`config.mk`:
```
export PLATFORM = sky130hd
export DESIGN_NAME = spi_chan_regs
export DESIGN_NICKNAME = d
export VERILOG_FILES = /design/src/rtl/spi_regs_pkg.sv /design/src/rtl/spi_word_fifo.sv /design/src/rtl/spi_stat_ctrl.sv /design/src/rtl/spi_chan_regs.sv
export SDC_FILE = /design/constraint.sdc
export NUM_CORES = 1
export LEC_CHECK = 0
export BUFFER_PORTS_ARGS = -buffer_cell sky130_fd_sc_hd__buf_4
export CAP_MARGIN = 20
export CORE_MARGIN = 5
export CORE_UTILIZATION = 30
export DETAILED_ROUTE_END_ITERATION = 8
export PLACE_DENSITY_LB_ADDON = 0.15
export SYNTH_ARGS = -nofsm -noshare
export SYNTH_HDL_FRONTEND = slang
export SYNTH_SLANG_ARGS = --single-unit
```
`constraint.sdc`:
```
create_clock -name clk_i -period 7.2 [get_ports clk_i]
set_input_delay 1.44 -clock clk_i [delete_from_list [all_inputs] [get_ports clk_i]]
set_output_delay 1.44 -clock clk_i [all_outputs]
set_load 0.02 [all_outputs]
```
`src/rtl/spi_regs_pkg.sv`:
```
package spi_regs_pkg;
  localparam int OFS_CFG  = 'h00;
  localparam int OFS_DIV  = 'h04;
  localparam int OFS_CMD  = 'h08;
  localparam int OFS_STAT = 'h0C;
  localparam int OFS_IEN  = 'h10;
  localparam int OFS_THR  = 'h14;
  localparam int OFS_CNT  = 'h18;
  localparam int OFS_TXD  = 'h1C;
  localparam int OFS_RXD  = 'h20;
  localparam int SYS_ADDR = 'h100;
  localparam int SYS_CLKDIS = 1;
  localparam int SYS_PMEN   = 8;
  localparam int ST_W  = 6;
  localparam int IEN_W = 5;

  // packed MSB first: bit 0 = pend, bit 5 = rxof
  typedef struct packed {
    logic rxof;
    logic txuf;
    logic rxth;
    logic txth;
    logic done;
    logic pend;
  } stat_t;
endpackage

```
`src/rtl/spi_word_fifo.sv`:
```
module spi_word_fifo #(
  parameter int W     = 32,
  parameter int DEPTH = 8,
  localparam int CNT_W = $clog2(DEPTH + 1),
  localparam int PTR_W = (DEPTH > 1) ? $clog2(DEPTH) : 1
) (
  input  logic             clk_i,
  input  logic             rst_ni,
  input  logic             clr_i,
  input  logic             push_i,
  input  logic [W-1:0]     wdata_i,
  input  logic             pop_i,
  output logic [W-1:0]     rdata_o,
  output logic [CNT_W-1:0] cnt_o
);
  logic [W-1:0]     mem [DEPTH];
  logic [PTR_W-1:0] wp_q, rp_q;
  logic [CNT_W-1:0] cnt_q;
  logic             full, empty, do_push, do_pop;

  assign full    = (cnt_q == CNT_W'(DEPTH));
  assign empty   = (cnt_q == '0);
  assign do_push = push_i & ~full & ~clr_i;
  assign do_pop  = pop_i & ~empty & ~clr_i;

  function automatic logic [PTR_W-1:0] nxt(input logic [PTR_W-1:0] p);
    return (p == PTR_W'(DEPTH - 1)) ? '0 : p + 1'b1;
  endfunction

  always_ff @(posedge clk_i) begin
    if (do_push) mem[wp_q] <= wdata_i;
  end

  always_ff @(posedge clk_i or negedge rst_ni) begin
    if (!rst_ni) begin
      wp_q  <= '0;
      rp_q  <= '0;
      cnt_q <= '0;
    end else if (clr_i) begin
      wp_q  <= '0;
      rp_q  <= '0;
      cnt_q <= '0;
    end else begin
      if (do_push) wp_q <= nxt(wp_q);
      if (do_pop)  rp_q <= nxt(rp_q);
      case ({do_push, do_pop})
        2'b10:   cnt_q <= cnt_q + 1'b1;
        2'b01:   cnt_q <= cnt_q - 1'b1;
        default: cnt_q <= cnt_q;
      endcase
    end
  end

  assign rdata_o = mem[rp_q];
  assign cnt_o   = cnt_q;

  assert_cnt_bound_R3: assert property (@(posedge clk_i) disable iff (!rst_ni)
    cnt_o <= CNT_W'(DEPTH));
  assert_full_drop_R3: assert property (@(posedge clk_i) disable iff (!rst_ni)
    (push_i && cnt_o == CNT_W'(DEPTH) && !pop_i && !clr_i) |=> cnt_o == CNT_W'(DEPTH));
  assert_empty_pop_R4: assert property (@(posedge clk_i) disable iff (!rst_ni)
    (pop_i && cnt_o == '0 && !push_i && !clr_i) |=> cnt_o == '0);
endmodule

```
`src/rtl/spi_stat_ctrl.sv`:
```
module spi_stat_ctrl
  import spi_regs_pkg::*;
(
  input  logic             clk_i,
  input  logic             rst_ni,
  input  logic             flush_i,
  input  logic             cmd_wr_i,
  input  logic             done_i,
  input  logic             txuf_i,
  input  logic             rxof_i,
  input  logic             txth_i,
  input  logic             rxth_i,
  input  logic [ST_W-1:0]  w1c_i,
  input  logic [IEN_W-1:0] ien_i,
  output logic             cmd_acc_o,
  output logic             start_o,
  output stat_t            st_o,
  output logic             irq_o
);
  stat_t st_q;
  logic  start_q;

  assign cmd_acc_o = cmd_wr_i & ~st_q.pend & ~flush_i;

  // level causes: set dominates the write-one clear
  always_ff @(posedge clk_i or negedge rst_ni) begin
    if (!rst_ni) begin
      st_q    <= '0;
      start_q <= 1'b0;
    end else begin
      start_q <= cmd_acc_o;
      if (flush_i) begin
        st_q <= '0;
      end else begin
        st_q.pend <= cmd_acc_o | (st_q.pend & ~done_i);
        st_q.done <= (st_q.done & ~w1c_i[1]) | (st_q.pend & done_i);
        st_q.txth <= (st_q.txth & ~w1c_i[2]) | txth_i;
        st_q.rxth <= (st_q.rxth & ~w1c_i[3]) | rxth_i;
        st_q.txuf <= (st_q.txuf & ~w1c_i[4]) | txuf_i;
        st_q.rxof <= (st_q.rxof & ~w1c_i[5]) | rxof_i;
      end
    end
  end

  assign st_o    = st_q;
  assign start_o = start_q;
  assign irq_o   = |({st_q.rxof, st_q.txuf, st_q.rxth, st_q.txth, st_q.done} & ien_i);

  assert_start_pend_R5: assert property (@(posedge clk_i) disable iff (!rst_ni)
    start_o |-> st_q.pend);
  assert_busy_ignore_R5: assert property (@(posedge clk_i) disable iff (!rst_ni)
    (cmd_wr_i && st_q.pend) |=> !start_o);
  assert_pend_fall_R6: assert property (@(posedge clk_i) disable iff (!rst_ni)
    $fell(st_q.pend) |-> $past(done_i || flush_i));
  assert_ovf_hold_R8: assert property (@(posedge clk_i) disable iff (!rst_ni)
    (st_q.rxof && !w1c_i[5] && !flush_i) |=> st_q.rxof);
endmodule

```
`src/rtl/spi_chan_regs.sv`:
```
module spi_chan_regs
  import spi_regs_pkg::*;
#(
  parameter int CHAN_ID     = 0,
  parameter int DATA_W      = 32,
  parameter int DIV_W       = 16,
  parameter int FIFO_DEPTH  = 8,
  parameter int CHAN_STRIDE = 64,
  parameter int ADDR_W      = 9
) (
  input  logic              clk_i,
  input  logic              rst_ni,
  input  logic              req_i,
  input  logic              we_i,
  input  logic [ADDR_W-1:0] addr_i,
  input  logic [DATA_W-1:0] wdata_i,
  output logic [DATA_W-1:0] rdata_o,
  output logic [DATA_W-1:0] cfg_o,
  output logic [DIV_W-1:0]  div_o,
  output logic [DATA_W-1:0] cmd_o,
  output logic              start_o,
  output logic              pending_o,
  input  logic              tx_pop_i,
  output logic [DATA_W-1:0] tx_data_o,
  input  logic              rx_push_i,
  input  logic [DATA_W-1:0] rx_data_i,
  input  logic              eng_done_i,
  output logic              chan_srst_o,
  output logic              clk_dis_o,
  output logic              pm_en_o,
  output logic              irq_o
);
  localparam int OFS_W = $clog2(CHAN_STRIDE);
  localparam int CNT_W = $clog2(FIFO_DEPTH + 1);

  logic [DATA_W-1:0] cfg_q, cmd_q, sys_q, rx_head;
  logic [DIV_W-1:0]  div_q;
  logic [IEN_W-1:0]  ien_q;
  logic [CNT_W-1:0]  thr_tx_q, thr_rx_q, tx_cnt, rx_cnt;
  logic              chan_hit, sys_hit, wr, rd, srst;
  logic              tx_wr, rx_rd, cmd_wr, cmd_acc;
  logic [ST_W-1:0]   w1c;
  int                ofs;
  stat_t             st;

  assign chan_hit = (int'(addr_i[ADDR_W-1:OFS_W]) == CHAN_ID);
  assign sys_hit  = (int'(addr_i) == SYS_ADDR);
  assign ofs      = int'(addr_i[OFS_W-1:0]);
  assign wr       = req_i & we_i;
  assign rd       = req_i & ~we_i;
  assign srst     = sys_q[CHAN_ID];

  assign tx_wr  = wr & chan_hit & (ofs == OFS_TXD);
  assign rx_rd  = rd & chan_hit & (ofs == OFS_RXD);
  assign cmd_wr = wr & chan_hit & (ofs == OFS_CMD);
  assign w1c    = (wr && chan_hit && ofs == OFS_STAT) ?
                  (wdata_i[ST_W-1:0] & ~ST_W'(1)) : '0;

  always_ff @(posedge clk_i or negedge rst_ni) begin
    if (!rst_ni) begin
      cfg_q    <= '0;
      div_q    <= '0;
      cmd_q    <= '0;
      ien_q    <= '0;
      thr_tx_q <= '0;
      thr_rx_q <= CNT_W'(1);
      sys_q    <= '0;
    end else begin
      if (wr && chan_hit) begin
        case (ofs)
          OFS_CFG: cfg_q <= wdata_i;
          OFS_DIV: div_q <= wdata_i[DIV_W-1:0];
          OFS_IEN: ien_q <= wdata_i[IEN_W-1:0];
          OFS_THR: begin
            thr_rx_q <= wdata_i[CNT_W-1:0];
            thr_tx_q <= wdata_i[2*CNT_W-1:CNT_W];
          end
          default: ;
        endcase
      end
      if (wr && sys_hit) sys_q <= wdata_i;
      if (cmd_acc) cmd_q <= wdata_i;
    end
  end

  spi_word_fifo #(.W(DATA_W), .DEPTH(FIFO_DEPTH)) u_tx_fifo (
    .clk_i, .rst_ni, .clr_i(srst), .push_i(tx_wr), .wdata_i(wdata_i),
    .pop_i(tx_pop_i), .rdata_o(tx_data_o), .cnt_o(tx_cnt)
  );

  spi_word_fifo #(.W(DATA_W), .DEPTH(FIFO_DEPTH)) u_rx_fifo (
    .clk_i, .rst_ni, .clr_i(srst), .push_i(rx_push_i), .wdata_i(rx_data_i),
    .pop_i(rx_rd), .rdata_o(rx_head), .cnt_o(rx_cnt)
  );

  spi_stat_ctrl u_stat (
    .clk_i, .rst_ni,
    .flush_i  (srst),
    .cmd_wr_i (cmd_wr),
    .done_i   (eng_done_i),
    .txuf_i   (tx_pop_i & (tx_cnt == '0)),
    .rxof_i   (rx_push_i & (rx_cnt == CNT_W'(FIFO_DEPTH))),
    .txth_i   (tx_cnt <= thr_tx_q),
    .rxth_i   (rx_cnt >= thr_rx_q),
    .w1c_i    (w1c),
    .ien_i    (ien_q),
    .cmd_acc_o(cmd_acc),
    .start_o  (start_o),
    .st_o     (st),
    .irq_o    (irq_o)
  );

  always_comb begin
    rdata_o = '0;
    if (rd && sys_hit) begin
      rdata_o = sys_q;
    end else if (rd && chan_hit) begin
      case (ofs)
        OFS_CFG:  rdata_o = cfg_q;
        OFS_DIV:  rdata_o = DATA_W'(div_q);
        OFS_CMD:  rdata_o = cmd_q;
        OFS_STAT: rdata_o = DATA_W'(st);
        OFS_IEN:  rdata_o = DATA_W'(ien_q);
        OFS_THR:  rdata_o = DATA_W'({thr_tx_q, thr_rx_q});
        OFS_CNT:  rdata_o = DATA_W'({tx_cnt, rx_cnt});
        OFS_RXD:  rdata_o = (rx_cnt == '0) ? '0 : rx_head;
        default:  rdata_o = '0;
      endcase
    end
  end

  assign cfg_o       = cfg_q;
  assign div_o       = div_q;
  assign cmd_o       = cmd_q;
  assign pending_o   = st.pend;
  assign chan_srst_o = srst;
  assign clk_dis_o   = sys_q[SYS_CLKDIS];
  assign pm_en_o     = sys_q[SYS_PMEN];

  assert_srst_flush_R10: assert property (@(posedge clk_i) disable iff (!rst_ni)
    srst |=> (tx_cnt == '0 && rx_cnt == '0 && !pending_o));
  assert_irq_mask_R9: assert property (@(posedge clk_i) disable iff (!rst_ni)
    (ien_q == '0) |-> !irq_o);
endmodule

```
# == Word-level counts from Yosys, hierarchy flattened ==
# Memories as Yosys holds them, arrays and structs flattened.
# Index checks and enable logic that the tools add are counted.
# classes
add_sub_neg,8
mux,26
eq_ne,22
reduce_logical,20
bitwise_logic,46
order_cmp,2
# ops
op,n
one-hot mux 32 bit (8 select lines),1
two-way mux 32 bit,3
two-way mux 3 bit,12
zero test 32 bit,1
"== test 6 x 5 -> 1 bit, second input constant",5
bitwise AND 1 bit,26
"== test 6 bit, second input constant",3
one-hot mux 4 bit (2 select lines),2
NOT 1 bit,13
"adder 3 x 1 -> 3 bit, second input constant",4
"== test 3 bit, second input constant",4
"== test 6 x 4 -> 1 bit, second input constant",2
two-way mux 6 bit,2
"== test 9 bit, second input constant",1
"adder 4 x 1 -> 4 bit, second input constant",2
"== test 4 bit, second input constant",2
zero test 4 bit,2
two-way mux 4 bit,2
AND reduction 2 bit,4
nonzero test 2 bit,4
"subtractor 4 x 1 -> 4 bit, second input constant",2
"== test 6 x 3 -> 1 bit, second input constant",1
OR 1 bit,6
nonzero test 3 bit,2
other kinds (9),18
# totals
memories,2
out_inout_bits,150
in_bits,80
word_cells,146
reg_bits,152
mem_bits_rw,512
# memory_table
name,words,width,rd,rd_ports_with_merged_regs,wr,line_no,rtl
u_rx_fifo.mem,8,32,1,0,1,spi_word_fifo.sv:16,logic [W-1:0] mem [DEPTH];
u_tx_fifo.mem,8,32,1,0,1,spi_word_fifo.sv:16,

# == Logic depth before layout (Yosys ltp) ==
# depth
ltp_word,9
depth_mapped,11

# == Cells and area by module ==
# From an unflattened synthesis, not the netlist that was laid out.
# unflattened
hier_cells,1419
hier_area_um2,27189.8
# by_module_without_submodules
mod,cells_each,n_inst,area_each_um2
spi_word_fifo,448,2,10312.4
spi_chan_regs,494,1,6272.3
spi_stat_ctrl,29,1,292.8

# == Least setup slack after synthesis ==
# OpenSTA, ideal clock, no wires.
# synth_path
path_type,input -> register
start,in addr_i[8]
end,"mem u_tx_fifo.mem[1][0], enable pin"
stages,5
t_arrival_ns,6.316
setup_slack_ns,0.371
n_path_buf,0
cell_sequence,or4b_4 or4b_4 a21oi_4 nand2b_1 nor4b_1
# synth_via
elab_chain_len,7
# synth_lines
item,line_no,rtl
from (decl),spi_chan_regs.sv:15,"input logic [ADDR_W-1:0] addr_i,"
zero test 3 bit,spi_chan_regs.sv:46,assign chan_hit = (int'(addr_i[ADDR_W-1:OFS_W]) == CHAN_ID);
bitwise AND 1 bit (2 in a row),spi_chan_regs.sv:53,assign tx_wr = wr & chan_hit & (ofs == OFS_TXD);
bitwise AND 1 bit (2 in a row),spi_word_fifo.sv:23,assign do_push = push_i & ~full & ~clr_i;
two-way mux 1 bit,spi_word_fifo.sv:31,if (do_push) mem[wp_q] <= wdata_i;
two-way mux 1 bit (implied by the code),spi_word_fifo.sv:31,
to (decl),spi_word_fifo.sv:16,
# No other way between the ends.

# == Worst setup path after layout ==
# layout_path
start,in addr_i[5]
end,out rdata_o[4]
# layout_via
elab_chain_len,4
elab_cells_between_ends,13
cone_classes,eq/ne: 8; mux: 3; reduce/logical: 2
# layout_lines
item,line_no,rtl
"zero test 32 bit, or another cell as far along",spi_chan_regs.sv:118,case (ofs)
one-hot mux 32 bit (8 select lines),spi_chan_regs.sv:118,
two-way mux 32 bit,spi_chan_regs.sv:117,end else if (rd && chan_hit) begin
two-way mux 32 bit *,spi_chan_regs.sv:115,if (rd && sys_hit) begin
to (decl),spi_chan_regs.sv:17,"output logic [DATA_W-1:0] rdata_o,"
# Every way passes the cells marked *; elsewhere a longest branch is shown, timed or not.

==> flow_summary.toml <==
[synthesis]
ys_ff_latch = 664
syn-num-nets = 1598
yosysTopAreaCellShare_pct = 57.0
synth_top_area_cell = "edfxtp_1"
async_reset_ff_share_pct = 22.9
synth_flop_cell = "edfxtp_1"
yosys_warnings = 0
seq_area_frac_synth_pct = 71.1
synthTopCellsByArea = "edfxtp_1 (57%), dfrtp_1 (14%), mux4_2 (11%)"
syn_area_mm2 = 0.0270
synth.distinct_cells = 54
avgSynthCellArea_um2 = 18.0
postSynthCellCount = 1498
synth_edf_count = 512

[cts]
clockRootBuffer = "clkbuf_16"
cts_tree = "yes"
clk_path_buf_depth = 3
clk_pin_slew_ns = 0.06
cts_sinks = 664
cts_resized = 0
cts_hold_buf = 0
cts_setup_buffers = 0
clk_latency_ns = 0.61
cts.htree.levels = 3
cts_buffers = 72

[setup_path]
setup.worst_path.end_class = "output port"
path_cells = "buf_4 -> or4_1 -> nor2_2 -> nand4_1 -> nor2_4 -> buf_4 -> nand2_1 -> o21ai_0 -> buf_4"
worst_path_largest_cell_delay_ns = 0.89
crit_buf_inv = 3
cp_data_arrival_time_ns = 4.18
crit_type = "primary input to output port"
critPathSlowestCell = "or4_1"
cp-start-kind = "primary input"
cp_top_family = "simple AND/OR/NAND/NOR gates"
path_common_cell = "buf_4"
required_ns = 5.76
critical_path_peak_fanout = 21

[timing]
worst_pin_slew_ns = 1.00
rsz0062_at_grt = "false"
finalSetupViolCount = 0
period_needed_ns = 5.62
skew_ns = 0.0264
tns_ns = 0
post-route-period-util_pct = 78.0
setup_slack_ns = 1.58
maxSlewViolCount = 0
finalHoldViolCount = 0
timing.slew.headroom_pct = 33.0
max_freq_mhz = 178

[detailed_routing]
final_antenna_net_count = 0
drt-wirelength-per-cell_um = 25.9
route.detailed.drc = 0
vias = 14700
routed_wl_um = 77300
dr.pass1.iters = 6
drt_iter0_drc = 1148
via_per_inst = 4.93

[place]
dp.final_hpwl_um = 49800
port_buffers = 229
finalWeightedCongestion = 0.831
post-place-ws_ns = 1.55

[finish]
nets = 1850
utilization_pct = 36.3
syn2layout_area_growth_pct = 20.8
fillers = 8367
drive_above_1_share_pct = 37.3

[global_routing]
antenna_found_initial = 7
grt_pass1_wl_um = 112000
first_global_vias = 15800
grt_remaining_overflow = 0
grt_usage_pct = 16.0
grt_util_met2_pct = 25.8
gr-usage-met3_pct = 3.62
grt-busiest-layer = "met2"
grt_max_degree = 92
grt.met1_usage_pct = 22.0

[floorplanning]
rows = 110
dieArea_mm2 = 0.0960
ioPinCount = 230
start_util_pct = 30.1
core_area_mm2 = 0.0896
die_h_um = 310
fp.dieW_um = 310

[worst_hold_path]
hp-class = "register to register"

[power]
p_leak_nw = 11.7
vdd.ir_drop.worst_v = 0.000145
p_per_area_mw_per_mm2 = 310

[run_status]
outcome = "completed"

[run]
max_cap_violations = 0
[layout make-up]
class | count | area (um2) | area share [%]
flip-flops and latches | 664 | 19200 | 58.9
multi-input cells | 737 | 7550 | 23.2
clock buffers | 94 | 2000 | 6.14
repair buffers | 264 | 1990 | 6.10
well taps | 1176 | 1470 | 4.52
clock inverters | 38 | 312 | 0.957
inverters | 11 | 41.3 | 0.127
diodes | 6 | 15.0 | 0.0461
[Yosys cell counts (all sizes together) (2+ instances only)]
cell and n:
inv 11, a221oi 8, nor4 9, buf 24
nand3b 2, a22oi 4, nor3b 2, xor2 3
nand4 4, edfxtp 512, nor4b 4, ha 20
nand2 151, or3 5, o221ai 2, mux2i 39
o21ai 33, o22ai 8, xnor2 5, nand2b 9
mux4 133, nor3 13, nor2 52, a21o 2
or4 2, or2 2, mux2 141, dfrtp 151
nor2b 3, a41oi 2, nand3 9, a21oi 27
clkbuf 62, a222oi 17, or4b 4, a22o 13
[cell families after synthesis]
kind of cell / after synthesis / synth area share [%]
flip-flops: 664 / 71.1
multiplexers: 313 / 18.4
AND/OR/NAND/NOR: 274 / 4.69
AO/OA/AOI/OAI: 122 / 3.13
buffers and inverters: 97 / 1.40
adder cells (fa/ha/maj): 20 / 0.928
XOR/XNOR: 8 / 0.260
[state kept, by name, indices dropped and copies added, names as in the netlist]
| name | cells |
|---|---|
| cfg_o | 32 |
| cmd_o | 32 |
| div_o | 16 |
| ien_q | 5 |
| sys_q | 32 |
| thr_rx_q | 4 |
| thr_tx_q | 4 |
| u_rx_fifo.cnt_o | 4 |
| u_rx_fifo.mem | 256 |
| u_rx_fifo.rp_q | 3 |
| u_rx_fifo.wp_q | 3 |
| u_stat.st_o | 6 |
| u_stat.start_o | 1 |
| u_tx_fifo.cnt_o | 4 |
| u_tx_fifo.mem | 256 |
| u_tx_fifo.rp_q | 3 |
| u_tx_fifo.wp_q | 3 |
[through the flow]
step	area (um2)	hold WS, ns	total power (W)	instances
floorplan	27000	0.479	0.00582	1498
global route	32600	0.522	0.0106	2984
finish	32600	0.508	0.0101	2990
global placement	30200	0.486	0.00662	2852
detailed placement	30200	0.493	0.00664	2852
CTS	32600	0.509	0.0103	2984
[report_power, final]
| part | switching (W) | total [W] | leakage, nW | internal (W) |
|---|---|---|---|---|
| clock | 0.00147 | 0.00361 | 1.13 | 0.00214 |
| sequential | 0.000253 | 0.00464 | 6.68 | 0.00439 |
| combinational | 0.000985 | 0.00186 | 3.94 | 0.000871 |
[placed cells by master (no fill, tap or decap), types with 4 or more instances in the layout]
master     Yosys  final
clkbuf_16      0     76
edfxtp_1     512    512
nor3_2         2      4
a22oi_1        4      4
nand3_1        9      8
ha_1          20     20
nor4_2         0      4
mux2i_1       39     39
o21ai_0       33     33
clkbuf_1      62     15
a221oi_1       8      8
nand4_1        4      4
nor2_1        51     40
diode_2        0      6
clkinv_2       0      8
a22o_1        13     13
a222oi_1      17     17
dfrtp_1      151    145
o22ai_1        8      8
nor4_1         8      4
inv_1         11     11
bufinv_16      0      5
a21oi_1       26     26
nand2_1      151    151
nor2_4         0     11
mux2_2       141    141
nand2b_1       9      9
buf_4          0    263
mux4_2       133    133
xnor2_1        5      5
dfrtp_2        0      4
clkinv_1       0     20
nor3_1        11      8
or3_1          5      5
[final timing paths]
check,startpoint,end,slack [ns],cells after the start
max,addr_i[5],rdata_o[4],1.58,9
min,sys_q[20],sys_q[20],0.51,1
max reg2reg,u_rx_fifo.cnt_o[0],u_rx_fifo.cnt_o[3],3.81,8
min reg2reg,sys_q[20],sys_q[20],0.51,1
max in group asynchronous,rst_ni,u_rx_fifo.rp_q[0],4.79,2
min in group asynchronous,rst_ni,div_o[0],0.91,1
[routing by layer]
layer  share of wire (%)  up-vias
li1                    -     6467
met1                  45     7847
met2                  48      332
met3                 5.5       79
met4                 1.9        4
met5               0.035        -
Note: power is estimated with default switching activity, not from simulation.
